$ cat src/rtl/can_mode_pkg.sv
package can_mode_pkg;

   // recessive bits in a row that count as one idle run
   localparam int unsigned IDLE_RUN_BITS = 11;
   // idle runs demanded after a bus-off exit
   localparam int unsigned BOFF_IDLE_RUNS = 128;

   typedef enum logic [0:0] {
      SY_SEEK = 1'b0,
      SY_DONE = 1'b1
   } sync_state_e;

endpackage

$ cat src/rtl/can_init_hs.sv
module can_init_hs (
   input  logic clk,
   input  logic rst_n,
   input  logic init_req_i,
   output logic init_ack_o,
   output logic xfer_abort_o,
   output logic regs_clr_o,
   output logic cfg_wr_en_o,
   output logic ctl_wr_en_o,
   output logic in_init_o,
   output logic exit_o
);

   logic ack_q;
   logic enter_q;

   always_ff @(posedge clk or negedge rst_n) begin
      if (!rst_n) begin
         ack_q   <= 1'b0;
         enter_q <= 1'b0;
      end else begin
         ack_q   <= init_req_i;
         enter_q <= init_req_i & ~ack_q;
      end
   end

   assign init_ack_o   = ack_q;
   assign xfer_abort_o = enter_q;
   assign regs_clr_o   = enter_q;
   assign cfg_wr_en_o  = init_req_i & ack_q;
   assign ctl_wr_en_o  = ~init_req_i & ~ack_q;
   assign in_init_o    = init_req_i | ack_q;
   assign exit_o       = ~init_req_i & ack_q;


   ack_rise_chk: assert property (@(posedge clk) disable iff (!rst_n)
      init_req_i |=> init_ack_o);

   ack_fall_chk: assert property (@(posedge clk) disable iff (!rst_n)
      !init_req_i |=> !init_ack_o);

   abort_in_ack_chk: assert property (@(posedge clk) disable iff (!rst_n)
      xfer_abort_o |-> init_ack_o);

   abort_single_chk: assert property (@(posedge clk) disable iff (!rst_n)
      xfer_abort_o |=> !xfer_abort_o);

endmodule

$ cat src/rtl/can_sleep_hs.sv
module can_sleep_hs (
   input  logic clk,
   input  logic rst_n,
   input  logic slp_wr_i,
   input  logic slp_wdata_i,
   input  logic wake_en_i,
   input  logic bit_stb_i,
   input  logic rx_bit_i,
   input  logic frame_busy_i,
   output logic slp_req_o,
   output logic slp_ack_o
);

   logic req_q;
   logic ack_q;
   logic set_w;
   logic clr_w;
   logic wake_w;

   assign set_w  = slp_wr_i & slp_wdata_i;
   assign clr_w  = slp_wr_i & ~slp_wdata_i & req_q & ack_q;
   assign wake_w = wake_en_i & ack_q & bit_stb_i & ~rx_bit_i;

   always_ff @(posedge clk or negedge rst_n) begin
      if (!rst_n) begin
         req_q <= 1'b0;
         ack_q <= 1'b0;
      end else begin
         if (set_w)
            req_q <= 1'b1;
         else if (clr_w || wake_w)
            req_q <= 1'b0;
         ack_q <= req_q & (ack_q | ~frame_busy_i);
      end
   end

   assign slp_req_o = req_q;
   assign slp_ack_o = ack_q;


   slp_clr_interlock_chk: assert property (@(posedge clk) disable iff (!rst_n)
      $fell(slp_req_o) |-> $past(slp_ack_o));

   slp_ack_idle_chk: assert property (@(posedge clk) disable iff (!rst_n)
      $rose(slp_ack_o) |-> $past(!frame_busy_i));

   slp_ack_drop_chk: assert property (@(posedge clk) disable iff (!rst_n)
      !slp_req_o |=> !slp_ack_o);

endmodule

$ cat src/rtl/can_bus_sync.sv
module can_bus_sync
   import can_mode_pkg::*;
#(
   parameter int unsigned RUN_LEN   = IDLE_RUN_BITS,
   parameter int unsigned BOFF_RUNS = BOFF_IDLE_RUNS
) (
   input  logic clk,
   input  logic rst_n,
   input  logic in_init_i,
   input  logic exit_i,
   input  logic bus_off_i,
   input  logic bit_stb_i,
   input  logic rx_bit_i,
   output logic sync_o
);

   localparam int unsigned RUN_W = (RUN_LEN > 2) ? $clog2(RUN_LEN) : 1;
   localparam logic [RUN_W-1:0] RUN_LAST = RUN_W'(RUN_LEN - 1);

   generate
      if (RUN_LEN < 2) begin : g_bad_run
         $error("RUN_LEN must be at least 2");
      end
      if (BOFF_RUNS < 1) begin : g_bad_boff
         $error("BOFF_RUNS must be at least 1");
      end
   endgenerate

   sync_state_e      st_q;
   logic [RUN_W-1:0] run_q;
   logic             boff_q;
   logic             seeking;
   logic             run_done;
   logic             occ_last;

   assign seeking  = (st_q == SY_SEEK) & ~in_init_i;
   assign run_done = seeking & bit_stb_i & rx_bit_i & (run_q == RUN_LAST);

   always_ff @(posedge clk or negedge rst_n) begin
      if (!rst_n)
         run_q <= '0;
      else if (in_init_i)
         run_q <= '0;
      else if (seeking && bit_stb_i) begin
         if (!rx_bit_i || run_done)
            run_q <= '0;
         else
            run_q <= run_q + 1'b1;
      end
   end

   always_ff @(posedge clk or negedge rst_n) begin
      if (!rst_n)
         boff_q <= 1'b0;
      else if (exit_i)
         boff_q <= bus_off_i;
   end

   generate
      if (BOFF_RUNS > 1) begin : g_occ
         localparam int unsigned OCC_W = $clog2(BOFF_RUNS);
         localparam logic [OCC_W-1:0] OCC_LAST = OCC_W'(BOFF_RUNS - 1);
         logic [OCC_W-1:0] occ_q;

         always_ff @(posedge clk or negedge rst_n) begin
            if (!rst_n)
               occ_q <= '0;
            else if (in_init_i)
               occ_q <= '0;
            else if (run_done && boff_q)
               occ_q <= (occ_q == OCC_LAST) ? '0 : occ_q + 1'b1;
         end

         assign occ_last = (occ_q == OCC_LAST);


         occ_range_chk: assert property (@(posedge clk) disable iff (!rst_n)
            (occ_q <= OCC_LAST));
      end else begin : g_no_occ
         assign occ_last = 1'b1;
      end
   endgenerate

   always_ff @(posedge clk or negedge rst_n) begin
      if (!rst_n)
         st_q <= SY_SEEK;
      else if (in_init_i)
         st_q <= SY_SEEK;
      else if (run_done && (!boff_q || occ_last))
         st_q <= SY_DONE;
   end

   assign sync_o = (st_q == SY_DONE);


   sync_drop_chk: assert property (@(posedge clk) disable iff (!rst_n)
      in_init_i |=> !sync_o);

   sync_hold_chk: assert property (@(posedge clk) disable iff (!rst_n)
      (sync_o && !in_init_i) |=> sync_o);

   run_range_chk: assert property (@(posedge clk) disable iff (!rst_n)
      (run_q <= RUN_LAST));

   dominant_reset_chk: assert property (@(posedge clk) disable iff (!rst_n)
      (seeking && bit_stb_i && !rx_bit_i) |=> (run_q == '0));

endmodule

$ cat src/rtl/can_mode_ctrl.sv
module can_mode_ctrl
   import can_mode_pkg::*;
#(
   parameter int unsigned RUN_LEN   = IDLE_RUN_BITS,
   parameter int unsigned BOFF_RUNS = BOFF_IDLE_RUNS
) (
   input  logic clk,
   input  logic rst_n,
   input  logic init_req_i,
   input  logic slp_wr_i,
   input  logic slp_wdata_i,
   input  logic wake_en_i,
   input  logic rx_bit_i,
   input  logic bit_stb_i,
   input  logic bus_off_i,
   input  logic frame_busy_i,
   output logic init_ack_o,
   output logic slp_req_o,
   output logic slp_ack_o,
   output logic xfer_abort_o,
   output logic regs_clr_o,
   output logic cfg_wr_en_o,
   output logic ctl_wr_en_o,
   output logic bus_sync_o
);

   logic in_init;
   logic init_exit;

   can_init_hs u_init (
      .clk          (clk),
      .rst_n        (rst_n),
      .init_req_i   (init_req_i),
      .init_ack_o   (init_ack_o),
      .xfer_abort_o (xfer_abort_o),
      .regs_clr_o   (regs_clr_o),
      .cfg_wr_en_o  (cfg_wr_en_o),
      .ctl_wr_en_o  (ctl_wr_en_o),
      .in_init_o    (in_init),
      .exit_o       (init_exit)
   );

   can_sleep_hs u_sleep (
      .clk          (clk),
      .rst_n        (rst_n),
      .slp_wr_i     (slp_wr_i),
      .slp_wdata_i  (slp_wdata_i),
      .wake_en_i    (wake_en_i),
      .bit_stb_i    (bit_stb_i),
      .rx_bit_i     (rx_bit_i),
      .frame_busy_i (frame_busy_i),
      .slp_req_o    (slp_req_o),
      .slp_ack_o    (slp_ack_o)
   );

   can_bus_sync #(
      .RUN_LEN   (RUN_LEN),
      .BOFF_RUNS (BOFF_RUNS)
   ) u_sync (
      .clk       (clk),
      .rst_n     (rst_n),
      .in_init_i (in_init),
      .exit_i    (init_exit),
      .bus_off_i (bus_off_i),
      .bit_stb_i (bit_stb_i),
      .rx_bit_i  (rx_bit_i),
      .sync_o    (bus_sync_o)
   );


   wr_gate_excl_chk: assert property (@(posedge clk) disable iff (!rst_n)
      !(cfg_wr_en_o && ctl_wr_en_o));

   slp_keep_init_chk: assert property (@(posedge clk) disable iff (!rst_n)
      (regs_clr_o && !slp_wr_i && !slp_ack_o) |=> $stable(slp_req_o));

endmodule

$ cat config.mk
export PLATFORM = sky130hd
export DESIGN_NAME = can_mode_ctrl
export DESIGN_NICKNAME = d
export VERILOG_FILES = /design/src/rtl/can_mode_pkg.sv /design/src/rtl/can_init_hs.sv /design/src/rtl/can_sleep_hs.sv /design/src/rtl/can_bus_sync.sv /design/src/rtl/can_mode_ctrl.sv
export SDC_FILE = /design/constraint.sdc
export NUM_CORES = 1
export LEC_CHECK = 0
export CORE_ASPECT_RATIO = 1.4
export CORE_MARGIN = 2
export CORE_UTILIZATION = 44
export CTS_CLUSTER_SIZE = 40
export DETAILED_ROUTE_END_ITERATION = 8
export GPL_TIMING_DRIVEN = 1
export PLACE_DENSITY = 0.73
export SYNTH_ARGS = -nofsm -noshare
export SYNTH_HDL_FRONTEND = slang
export SYNTH_SLANG_ARGS = --single-unit
$ cat constraint.sdc
create_clock -name clk -period 1.55 [get_ports clk]
set_input_delay 0.2325 -clock clk [delete_from_list [all_inputs] [get_ports clk]]
set_output_delay 0.2325 -clock clk [all_outputs]
set_load 0.02 [all_outputs]
# Word-level counts from Yosys, hierarchy flattened

Cells that the tools add are included.

Add/subtract/negate cells: 2
Equality and inequality tests: 2
Mux-type cells: 10
Bitwise gates (word level): 25
Reductions and logical operators: 12

Operator list:

| kind                                         | number |
|---|---|
| 2-to-1 mux 7 bit                             | 3 |
| bitwise AND 1 bit                            | 16 |
| 2-to-1 mux 4 bit                             | 3 |
| nonzero test 2 bit                           | 4 |
| adder 7 x 1 -> 7 bit (second input constant) | 1 |
| == test 7 bit (second input constant)        | 1 |
| NOT 1 bit                                    | 7 |
| adder 4 x 1 -> 4 bit (second input constant) | 1 |
| == test 4 bit (second input constant)        | 1 |
| 2-to-1 mux 1 bit                             | 4 |
| logical AND 1 bit                            | 3 |
| logical OR 1 bit                             | 3 |
| logical NOT 1 bit                            | 2 |
| bitwise OR 1 bit                             | 2 |

Bits in registers: 17
Bits of input ports: 10
Output and inout bits: 8
Word-level logic and storage cells: 59

# Longest topological paths before layout

Gate-level depths: netlist (run 1).

Depth in word-level cells: 10
Depth in mapped cells: 7
Mapped depth without buffers: 6

# Cells and area by module

From an unflattened synthesis (run 1), not the netlist that was laid out.

Cells, all modules: 89
Area, all modules: 884.6 µm²

Modules (own cells, without submodules):

| module       | times used | cells each | area each (µm²) | seq. area each (µm²) |
|---|---|---|---|---|
| can_bus_sync | 1          | 73         | 703.2           | 325.3 |
| can_sleep_hs | 1          | 8          | 91.3            | 50.0 |
| can_init_hs  | 1          | 8          | 90.1            | 50.0 |

# Worst setup path after synthesis (run 1)

No wires, ideal clock.

Path type: register to register
Start point: reg u_sync.run_q[0]
End point: reg u_sync.g_occ.occ_q[0]
Library setup time: 0.073 ns
Data arrival time: 1.447 ns
Data required time: 1.477 ns
Setup slack: 0.030 ns
Cell stages (with the launch flop): 8
Buffers on the path: 1
Clock period less this slack: 1.520 ns
Path through: dfrtp_1 inv_1 ha_1 and4b_1 buf_6 nand2_4 or3_1 a21oi_2

Word-level cells in the longest chain between the ends: 4

RTL lines:

| item                                | RTL line           | RTL |
|---|---|---|
| from (decl)                         | can_bus_sync.sv:30 | `logic [RUN_W-1:0] run_q;` |
| from (signal assigned)              | can_bus_sync.sv:48 | `run_q <= run_q + 1'b1;` |
| == test 4 bit                       | can_bus_sync.sv:37 | `assign run_done = seeking & bit_stb_i & rx_bit_i & (run_q == RUN_LAST);` |
| bitwise AND 1 bit                   | can_bus_sync.sv:37 |  |
| logical AND 1 bit                   | can_bus_sync.sv:70 | `else if (run_done && boff_q)` |
| nonzero test 2 bit (no source line) | n/a                |  |
| to (signal assigned)                | can_bus_sync.sv:71 | `occ_q <= (occ_q == OCC_LAST) ? '0 : occ_q + 1'b1;` |
| to (decl)                           | can_bus_sync.sv:63 | `logic [OCC_W-1:0] occ_q;` |

Every way passes these cells.
A chain may end at the register's enable or synchronous reset.

# Final worst setup path (run 1)

Start point: reg u_init.ack_q, in the netlist u_init.init_ack_o
End point: out cfg_wr_en_o

Word-level cells in the longest chain between the ends: 1

RTL lines:

| item                   | RTL line            | RTL |
|---|---|---|
| from (decl)            | can_init_hs.sv:14   | `logic ack_q;` |
| from (signal assigned) | can_init_hs.sv:22   | `ack_q <= init_req_i;` |
| bitwise AND 1 bit      | can_init_hs.sv:30   | `assign cfg_wr_en_o = init_req_i & ack_q;` |
| to (decl)              | can_mode_ctrl.sv:22 | `output logic cfg_wr_en_o,` |

Every way passes these cells.

==> results of run 1 <==
flip-flops by register name (all words and copies together) (netlist names):
name                count
u_sleep.slp_ack_o       1
u_sleep.slp_req_o       1
u_sync.g_occ.occ_q      7
u_sync.sync_o           1
u_init.regs_clr_o       1
u_sync.run_q            4
u_sync.boff_q           1
u_init.init_ack_o       1
routing by layer:
| layer | share of wire [%] | vias up | track usage, % |
|---|---|---|---|
| met5 | 0 | - | 0 |
| met4 | 0 | 0 | 9.38 |
| met3 | 5.4 | 0 | 2.53 |
| met2 | 52 | 21 | 30.6 |
| met1 | 43 | 361 | 20.7 |
| li1 | - | 377 | - |
cells in the final DEF, fill, tap and decap left out, drive strengths merged, types with 2 or more instances in the layout:
master         netlist  routed
dlymetal6s2s         0       2
and3b                2       2
clkbuf               0       4
a21oi                5       5
nand4                2       2
clkdlybuf4s50        0      12
nor2                10      10
xor2                 3       3
dlygate4sd2          0       2
ha                   3       3
inv                  7       7
dfrtp               17      17
nand3                3       3
and2                 2       2
buf                  3      16
nand2                5       5
nand3b               2       2
and3                 4       4
o21ai                2       2
kinds of logic (layout without fill, tap and decap cells):
| group | Yosys count | count (layout) |
|---|---|---|
| simple gates | 36 | 36 |
| compound gates | 18 | 18 |
| flops | 17 | 17 |
| buf+inv | 10 | 43 |
| fa+ha+maj | 3 | 3 |
| xor+xnor | 3 | 3 |
| mux | 1 | 1 |
worst paths after layout:
kind | start | end | slack (ns) | cells past startpoint
max | u_init.init_ack_o$_DFF_PN0_ | cfg_wr_en_o | 0.06 | 3
min | rst_n | u_sync.run_q[0]$_DFFE_PN0P_ | 0.27 | 2
max reg2reg | u_sync.run_q[0]$_DFFE_PN0P_ | u_sync.g_occ.occ_q[4]$_DFFE_PN0P_ | 0.06 | 7
min reg2reg | u_sync.run_q[3]$_DFFE_PN0P_ | u_sync.run_q[3]$_DFFE_PN0P_ | 0.53 | 1
max in group asynchronous | rst_n | u_sync.run_q[1]$_DFFE_PN0P_ | 1.07 | 2
min in group clk | init_req_i | u_init.init_ack_o$_DFF_PN0_ | 0.45 | 1
worst register-to-register path: stages, from the launching register on:
cell and delay [ns]:
dfrtp_1 0.39, inv_2 0.09, ha_4 0.13, and4b_2 0.28
buf_6 0.13, nand4_1 0.12, xor2_1 0.19, nor2_1 0.10
power groups by stage:
| stage | clock network [mW] | registers [mW] | logic (mW) |
|---|---|---|---|
| after floorplan | 0 | 0.505 | 0.0516 |
| after global placement | 0 | 0.484 | 0.171 |
| after detailed placement | 0 | 0.485 | 0.172 |
| after CTS | 0.241 | 0.476 | 0.170 |
| after global routing | 0.255 | 0.479 | 0.184 |
| final | 0.230 | 0.476 | 0.168 |
layout make-up:
| type | instances | area (sq um) | area share (%) |
|---|---|---|---|
| Inverter | 7 | 26.3 | 2.13 |
| Clock buffer | 4 | 26.3 | 2.13 |
| Multi-Input combinational cell | 61 | 443 | 35.9 |
| Tap cell | 21 | 26.3 | 2.13 |
| Timing Repair Buffer | 32 | 284 | 23.0 |
| Sequential cell | 17 | 427 | 34.6 |
timing repair:
item | 4_1_cts | 5_1_grt
hold buffers | 0 | 0
hold endpoints to repair | 0 | 0
resized for setup | 7 | 11
cloned | 0 | 0
endpoints found under the setup margin | 4 | 9
pin swaps | 0 | 3
==> impl_metrics.tcl, run 1 <==
set metrics [dict create \
    outcome "finished clean" \
    antenna_found_initial 0 \
    yosysTopAreaCell "dfrtp_1" \
    start_util_pct 46.0 \
    synthCells 88 \
    synth.ff_latch_count 17 \
    worst_pin_slew_ns 0.233 \
    grt_max_degree 18 \
    nNetsFinal 135 \
    clk_latency_ns 0.28 \
    synth_seq_area_share_pct 47.5 \
    pin_count 18 \
    p_sw_share_pct 25.5 \
    wl_mm 1.88 \
    internal-power_mw 0.651 \
    clk_pin_slew_worst_paths_ns 0.09 \
    synth_top_cell_area_share_pct 47.5 \
    dp_cells 138 \
    drt_iter0_markers 13 \
    yosys.area_share.simple_pct 23.2 \
    cts-root-buf "clkbuf_4" \
    synth.area.top_cells "dfrtp_1 47%, ha_1 4.2%, nor2_1 4.2%, inv_1 2.9%, xor2_1 2.9%" \
    via_per_inst 5.35 \
    syn_avg_cell_area_sq_um 10.2 \
    worst_slack_ns 0.0596 \
    cts_num_sinks 17 \
    synth_top_family_by_area "simple AND/OR/NAND/NOR gates" \
    p_clk_share_pct 26.3 \
    hp-class "in2async" \
    io_buffers 17 \
    grt_pass1_vias 787 \
    yosys.area_share.adder_pct 4.19 \
    synth-edff-count 0 \
    die_area_sq_um 2420 \
    cts_setup_buffers 0 \
    fin_util_pct 63.2 \
    cp-end-kind "output pin" \
    cp.arrival_ns 1.26 \
    powerDensity_nw_per_um2 709 \
    areaGrowthSynthToFinish_pct 37.6 \
    synth_common_cells "17 x dfrtp_1, 10 x nor2_1, 7 x inv_1" \
    cts_buffers 3 \
    rsz0062_at_grt "yes" \
    syn_area_sq_um 896 \
    setup_viol 0 \
    fill_cells 162 \
    peakVddDrop_mv 0.392 \
    drv_cap 0 \
    cts_tree "built" \
    grtUsageTotal_pct 17.6 \
    fin_area_sq_um 1230 \
    p_seq_share_pct 54.4 \
    antenna_cells 0 \
    dp_slack_ns -0.354 \
    whs_ns 0.270 \
    crit_chain "buf_4 -> and2_1 -> dlygate4sd2_1" \
    critPathKind "reg2out" \
    wire_per_inst_um 13.3 \
    drtPass1Iterations 4 \
    drive_gt1_share_pct 28.1 \
    hold_violations 0 \
    ys.warnings.count 0 \
    fmax_ghz 0.671 \
    stdcell_count 142 \
    critPathMaxStageDelay_ns 0.39 \
    power_mw 0.874 \
    slowest_stage "dfrtp_1" \
    relSlewSlack_pct 84.4 \
    ant_nets 0 \
    core_area_sq_um 1950 \
    clock_skew_ns 0.00173 \
    drc 0 \
    fp-row-count 19 \
    async_flop_share_pct 100 \
    leakage_nw 0.627 \
    grt_pass1_wl_mm 3.31 \
    crit_buf_inv 2 \
    ys.flop_type "dfrtp_1" \
    vias 759 \
    path_max_fanout 5 \
    synth_most_common_cell "dfrtp_1" \
    start_kind "flop" \
    crit_required_ns 1.32 \
    gr-total-overflow 0 \
    synth_nets 101 \
    post-route-period-util_pct 96.2 \
    synth_cell_types 39 \
    synth-compound-area-share_pct 14.8 \
    h-tree-depth 1 \
    setup-tns-final_ns 0 \
    crit_family "buffers and inverters" \
    clock_path_buffers 2 \
    synthXorXnorAreaFrac_pct 2.93 \
    gp_congestion 0.762 \
    place_area_sq_um 1170 \
    comb_power_share_pct 19.2 \
    die_x_um 42.1 \
    p_sw_mw 0.223 \
    drv_slew 0 \
    fp.dieH_um 57.4 \
    synth_mux_area_share_pct 1.12 \
    hpwl_mm 1.40 \
    period_minus_slack_ns 1.49 \
]
(Power assumes the default switching activity.)
==> run 2: changes to the inputs <==
- CTS_CLUSTER_DIAMETER: not set -> 120
==> results of run 2 <==
No change in the layout: final DEF, timing and power equal those of run 1.
